$ cat src/rtl/ofg_pkg.sv
// Package: shared clock-select encoding for the oscillator failure detector.
// Assumes a two-bit system clock select field decoded by the clock mux.
package ofg_pkg;
    typedef enum logic [1:0] {
        SEL_INT = 2'b00,
        SEL_EXT = 2'b01,
        SEL_PLL = 2'b10
    } sysclk_sel_e;
endpackage

$ cat src/rtl/ofg_edge_sync.sv
// Module: brings the asynchronous monitored clock into the reference domain
// through a chain of flops and reports one-cycle rising-edge pulses.
// Assumes the monitored clock is slower than half the reference rate, so
// every rising edge is seen at least once by the chain.
module ofg_edge_sync #(
    parameter int SYNC_STAGES = 2
) (
    input  logic clk_ref,
    input  logic rst_n,
    input  logic mon_clk,
    output logic rise_seen
);
    logic [SYNC_STAGES-1:0] chain;
    logic                   last_q;

    // First stage samples the asynchronous input
    always_ff @(posedge clk_ref) begin
        if (!rst_n) chain[0] <= 1'b0;
        else        chain[0] <= mon_clk;
    end

    genvar gi;
    generate
        for (gi = 1; gi < SYNC_STAGES; gi++) begin : g_stage
            // Each later stage resamples the previous one
            always_ff @(posedge clk_ref) begin
                if (!rst_n) chain[gi] <= 1'b0;
                else        chain[gi] <= chain[gi-1];
            end
        end
    endgenerate

    // Holds the previous synchronized level for edge detection
    always_ff @(posedge clk_ref) begin
        if (!rst_n) last_q <= 1'b0;
        else        last_q <= chain[SYNC_STAGES-1];
    end

    assign rise_seen = chain[SYNC_STAGES-1] & ~last_q;
endmodule

$ cat src/rtl/ofg_stall_timer.sv
// Module: counts reference cycles since the last detected rising edge and
// flags a stall on the TIMEOUT-th consecutive cycle without one.
// Assumes TIMEOUT >= 2; the count restarts whenever monitoring is inactive.
module ofg_stall_timer #(
    parameter int TIMEOUT = 16
) (
    input  logic clk_ref,
    input  logic rst_n,
    input  logic active,
    input  logic rise_seen,
    output logic stall
);
    localparam int CW = (TIMEOUT > 2) ? $clog2(TIMEOUT) : 1;
    localparam logic [CW-1:0] LAST = CW'(TIMEOUT - 1);

    logic [CW-1:0] gap_cnt;

    // Gap counter: cleared by an edge or inactivity, otherwise advances
    always_ff @(posedge clk_ref) begin
        if (!rst_n)                 gap_cnt <= '0;
        else if (!active || rise_seen) gap_cnt <= '0;
        else if (gap_cnt != LAST)   gap_cnt <= gap_cnt + 1'b1;
    end

    assign stall = active & ~rise_seen & (gap_cnt == LAST);
endmodule

$ cat src/rtl/ofg_fallback_ctrl.sv
// Module: holds the sticky failure flag, the fallback state and the PLL
// cascade decision, and produces the effective enables, select and NMI.
// Assumes flag_clr is a single-cycle write pulse in the reference domain.
module ofg_fallback_ctrl
    import ofg_pkg::*;
(
    input  logic       clk_ref,
    input  logic       rst_n,
    input  logic       fail,
    input  logic       irq_en,
    input  logic       flag_clr,
    input  logic       osc_en_req,
    input  logic       pll_en_req,
    input  logic       pll_src_ext,
    input  logic [1:0] sys_sel_req,
    output logic       in_fallback,
    output logic       osc_en,
    output logic       pll_en,
    output logic [1:0] sys_sel,
    output logic       stuck_flag,
    output logic       nmi_req
);
    logic flag_q;
    logic fb_q;
    logic pll_kill_q;
    logic osc_req_q;
    logic osc_req_rise;
    logic release_fb;
    logic cascade;

    assign osc_req_rise = osc_en_req & ~osc_req_q;
    assign release_fb   = fb_q & ~flag_q & osc_req_rise;
    assign cascade      = pll_src_ext & (sysclk_sel_e'(sys_sel_req) == SEL_PLL);

    // Remembers last request level to spot a re-enable
    always_ff @(posedge clk_ref) begin
        if (!rst_n) osc_req_q <= 1'b0;
        else        osc_req_q <= osc_en_req;
    end

    // Sticky flag: set by failure (priority), cleared by write-one
    always_ff @(posedge clk_ref) begin
        if (!rst_n)        flag_q <= 1'b0;
        else if (fail)     flag_q <= 1'b1;
        else if (flag_clr) flag_q <= 1'b0;
    end

    // Fallback state: entered on failure, left on clear-then-re-enable
    always_ff @(posedge clk_ref) begin
        if (!rst_n)          fb_q <= 1'b0;
        else if (fail)       fb_q <= 1'b1;
        else if (release_fb) fb_q <= 1'b0;
    end

    // PLL cascade: latched at failure when PLL is fed by and drives from the oscillator
    always_ff @(posedge clk_ref) begin
        if (!rst_n)          pll_kill_q <= 1'b0;
        else if (fail)       pll_kill_q <= cascade;
        else if (release_fb) pll_kill_q <= 1'b0;
    end

    // Effective outputs under fallback
    always_comb begin
        in_fallback = fb_q;
        osc_en      = osc_en_req & ~fb_q;
        pll_en      = pll_en_req & ~pll_kill_q;
        sys_sel     = fb_q ? SEL_INT : sys_sel_req;
        stuck_flag  = flag_q;
        nmi_req     = flag_q & irq_en;
    end
endmodule

$ cat src/rtl/osc_fail_guard.sv
// Module: top of the oscillator failure detector. Synchronizes the monitored
// clock, times the gaps between its edges and applies the fallback.
// Assumes clk_ref is independent of mon_clk and always running.
module osc_fail_guard #(
    parameter int TIMEOUT     = 16,
    parameter int SYNC_STAGES = 2
) (
    input  logic       clk_ref,
    input  logic       rst_n,
    input  logic       mon_clk,
    input  logic       mon_en,
    input  logic       irq_en,
    input  logic       flag_clr,
    input  logic       osc_en_req,
    input  logic       pll_en_req,
    input  logic       pll_src_ext,
    input  logic [1:0] sys_sel_req,
    output logic       osc_en,
    output logic       pll_en,
    output logic [1:0] sys_sel,
    output logic       stuck_flag,
    output logic       nmi_req
);
    logic rise_seen;
    logic stall;
    logic in_fallback;
    logic watch_active;

    // Monitoring pauses during fallback so one failure is reported once
    assign watch_active = mon_en & ~in_fallback;

    ofg_edge_sync #(.SYNC_STAGES(SYNC_STAGES)) u_sync (
        .clk_ref   (clk_ref),
        .rst_n     (rst_n),
        .mon_clk   (mon_clk),
        .rise_seen (rise_seen)
    );

    ofg_stall_timer #(.TIMEOUT(TIMEOUT)) u_timer (
        .clk_ref   (clk_ref),
        .rst_n     (rst_n),
        .active    (watch_active),
        .rise_seen (rise_seen),
        .stall     (stall)
    );

    ofg_fallback_ctrl u_ctrl (
        .clk_ref     (clk_ref),
        .rst_n       (rst_n),
        .fail        (stall),
        .irq_en      (irq_en),
        .flag_clr    (flag_clr),
        .osc_en_req  (osc_en_req),
        .pll_en_req  (pll_en_req),
        .pll_src_ext (pll_src_ext),
        .sys_sel_req (sys_sel_req),
        .in_fallback (in_fallback),
        .osc_en      (osc_en),
        .pll_en      (pll_en),
        .sys_sel     (sys_sel),
        .stuck_flag  (stuck_flag),
        .nmi_req     (nmi_req)
    );
endmodule

$ cat config.mk
export PLATFORM = sky130hd
export DESIGN_NAME = osc_fail_guard
export DESIGN_NICKNAME = d
export VERILOG_FILES = /design/src/rtl/ofg_pkg.sv /design/src/rtl/ofg_edge_sync.sv /design/src/rtl/ofg_stall_timer.sv /design/src/rtl/ofg_fallback_ctrl.sv /design/src/rtl/osc_fail_guard.sv
export SDC_FILE = /design/constraint.sdc
export NUM_CORES = 1
export LEC_CHECK = 0
export ABC_AREA = 1
export CAP_MARGIN = 0
export CORE_MARGIN = 3
export CORE_UTILIZATION = 35
export CTS_BUF_LIST = sky130_fd_sc_hd__clkbuf_4 sky130_fd_sc_hd__clkbuf_8
export CTS_CLUSTER_DIAMETER = 30
export CTS_CLUSTER_SIZE = 30
export DETAILED_ROUTE_END_ITERATION = 10
export GPL_TIMING_DRIVEN = 0
export PLACE_DENSITY = 0.67
export SETUP_SLACK_MARGIN = 0.02
export SLEW_MARGIN = 20
export SYNTH_ARGS = -nofsm -noshare
export SYNTH_HDL_FRONTEND = slang
export SYNTH_SLANG_ARGS = --single-unit
$ cat constraint.sdc
create_clock -name clk_ref -period 1.19 [get_ports clk_ref]
set_clock_uncertainty 0.05 [all_clocks]
set_input_delay 0.238 -clock clk_ref [delete_from_list [all_inputs] [get_ports clk_ref]]
set_output_delay 0.238 -clock clk_ref [all_outputs]
set_load 0.03 [all_outputs]
==> results by group <==
Hold path
  • Min-Delay Path Class: input pin to flop

Floorplan
  • Die Ht: 45.7 µm
  • Chip Width: around 46 µm
  • Initial Utilization: approximately 40%
  • Die area: ~2100 µm²
  • CORE AREA: between 1000 and 1500 µm²
  • IO Count: 17
  • Row count: 13

Timing
  • Final setup TNS: 0 ns
  • Final period utilization: roughly 100%
  • Fmax: between 800 and 900 MHz
  • Slew at the pin closest to its max-slew limit: around 0.3 ns
  • Unrepaired setup endpoints after global routing: yes
  • Final hold vios: 0
  • Worst rel slew slack: approximately four fifths
  • Setup Viol. Count Final: 0
  • Slew Limit Fails: 0
  • Tmin final: about 1.2 ns
  • Worst setup margin: between 0.015 and 0.02 ns

Detailed routing
  • Avg WL per Cell: 9.04 µm
  • WL final: 1060 µm
  • First DRT Iteration DRCs: 14
  • Antenna-violating nets left: 0
  • Drt first pass iters: 6
  • Drt drc: 0
  • Vias per cell: ~4.4
  • Vias post-DR: roughly 500

Synth
  • Register area share after synthesis: approximately two fifths
  • Yosys cell types: 16
  • Synthesized area: 552 µm²
  • Largest cells by area after synthesis: dfxtp_1, nand2_1, inv_1, nor2_1, a21oi_2
  • Syn nets: 93
  • Number of flops mapped to enable cells by yosys: 0
  • Main flop type after synthesis: dfxtp_1
  • Mean post-synth cell area: approximately 7 µm²
  • Most frequent cells after synthesis: nand2_1, inv_1, nor2_1, dfxtp_1, a21oi_2
  • Synth area leader: dfxtp_1
  • Asr flop ratio synth: 0%
  • Synthesis Warnings: 0
  • Number of synthesized register bits: 11
  • Top-count cell post-synth: nand2_1
  • Post-synth top area share: approximately 40%
  • Post-synthesis instance total: between 80 and 90

Critical path
  • Reg-to-reg slack, setup: around 0.080 ns
  • Critical path type: flop to output pin
  • Critical path arrival: about 0.88 ns
  • Crit path max fanout: 6
  • WP data required: roughly 0.9 ns
  • Worst setup SP type: flop
  • CP endpoint kind: output pin

Final layout
  • ANT cells: 0
  • Filler Cell Count: about 140
  • Nets: around 120
  • Area Growth Syn to Fin: 39.2%
  • Design area: 768 µm²
  • Register Area: about 230 µm²
  • Final Non-Filler Cells: about 120
  • Multi-input gate area: roughly 270 µm²
  • Layout cells sized above 1: 31.4%

Clock tree
  • CTS Hold Bufs: 0
  • Root buffer cell: clkbuf_4
  • CTS tree: yes
  • Clock Tree Buf Depth: 2
  • Clk_lat worst skew: between 0.2 and 0.3 ns
  • Num CTS Buffers: 3
  • H-Tree Depth: 1
  • Clk sinks: 11
  • Reg clk slew, reported paths: approximately 0.070 ns

Placement
  • Port bufs: 16
  • Dpl cell area: 731 µm²
  • Dpl ws: -0.650 ns
  • Routability Congestion: about 0.8
  • Placed insts: approximately 110
  • Dpl hpwl: around 800 µm

Pwr
  • Maximum VDD drop: ~0.00064 V
  • PD cells: 1010 nW/µm²
  • Pleak: approximately 0.38 nW

GRT
  • Initial antenna violation count: 0
  • GRT Overall Usage: between 10% and 20%
  • Pin count of the biggest net entering global routing: 8
  • Grt ovf: 0
  • Vias in the first global route: 430
  • First-pass GRT wire length: roughly 1800 µm

Run status
  • Status: finished clean

Flow run
  • Max-cap violations: 0
## metal layers
metal | vias up | share of wire, % | GRT usage (%) | wire, µm
met5 | - | 0 | 0 | 0
met4 | 0 | 1.9 | 10.2 | 20
met3 | 2 | 8.6 | 3.56 | 91
met2 | 17 | 47 | 17.0 | 499
met1 | 217 | 42 | 15.3 | 447
li1 | 277 | - | - | -
## cell families (layout without fill, tap and decap cells)
kind of cell               count (synthesis)  after routing  synth area share [%]
DFF                                       11             11                  39.9
AOI/OAI and AO/OA                          5              5                  7.25
adders and majority gates                  1              1                  2.27
buffers and inverters                     19             40                  12.9
and+or+nand+nor                           45             45                  37.6
## critical path, cell delays in order (launching register included)
cell	delay (ns)
dfxtp_4	0.37
nor2_1	0.08
buf_4	0.16
## report_power, final
group	switching, mW	total [mW]	leakage (nW)	internal [mW]
Sequential	0.00475	0.380	0.0918	0.375
Clock	0.135	0.288	0.0184	0.153
Combinational	0.0555	0.106	0.266	0.0504
## placed cells by master (no fill, tap or decap), drive strengths merged
cell type and instances:
clkdlybuf4s50 5, dlygate4sd2 5, dfxtp 11, buf 7, a21oi 4, nand2 22
o21ai 1, nor2 18, inv 18, clkbuf 4, ha 1, clkinv 1
nor3 1, nand3 4
## cell type report
type,count,area share [%]
multi-input cells,51,34.9
flip-flops and latches,11,29.6
repair buffers,17,19.7
inverters,19,9.45
clock buffers,4,3.91
well taps,15,2.44
## flip-flops by register name, indices dropped and copies added, names as in the netlist
name	count
u_timer.gap_cnt	4
u_ctrl.osc_req_q	1
u_sync.last_q	1
u_sync.chain	2
u_ctrl.pll_kill_q	1
u_ctrl.in_fallback	1
u_ctrl.stuck_flag	1
## what timing repair did
action / CTS / global route
pin swaps: 4 / 0
resized for setup: 45 / 7
endpoints found under the setup margin: 7 / 9
cloned: 0 / 0
buffers inserted: 1 / 0
## worst paths after layout
check,start,end,cells after the start
setup reg to reg,u_timer.gap_cnt[1]$_SDFFE_PP0P_,u_ctrl.pll_kill_q$_SDFFE_PN0P_,6
hold / removal,osc_en_req,u_ctrl.osc_req_q$_SDFF_PN0_,3
setup / recovery,u_ctrl.in_fallback$_SDFFE_PN0P_,sys_sel[0],2
hold reg to reg,u_sync.chain[0]$_SDFF_PN0_,u_sync.chain[1]$_SDFF_PN0_,2
## through the flow
step | utilization [%] | hold slack [ns] | total power [mW]
6_report | 55.6 | 0.298 | 0.774
5_1_grt | 55.6 | 0.321 | 0.816
4_1_cts | 54.7 | 0.289 | 0.784
3_5_place_dp | 52.9 | 0.350 | 0.502
3_3_place_gp | 52.9 | 0.343 | 0.500
2_1_floorplan | - | 0.281 | 0.444
(Power assumes the default switching activity.)
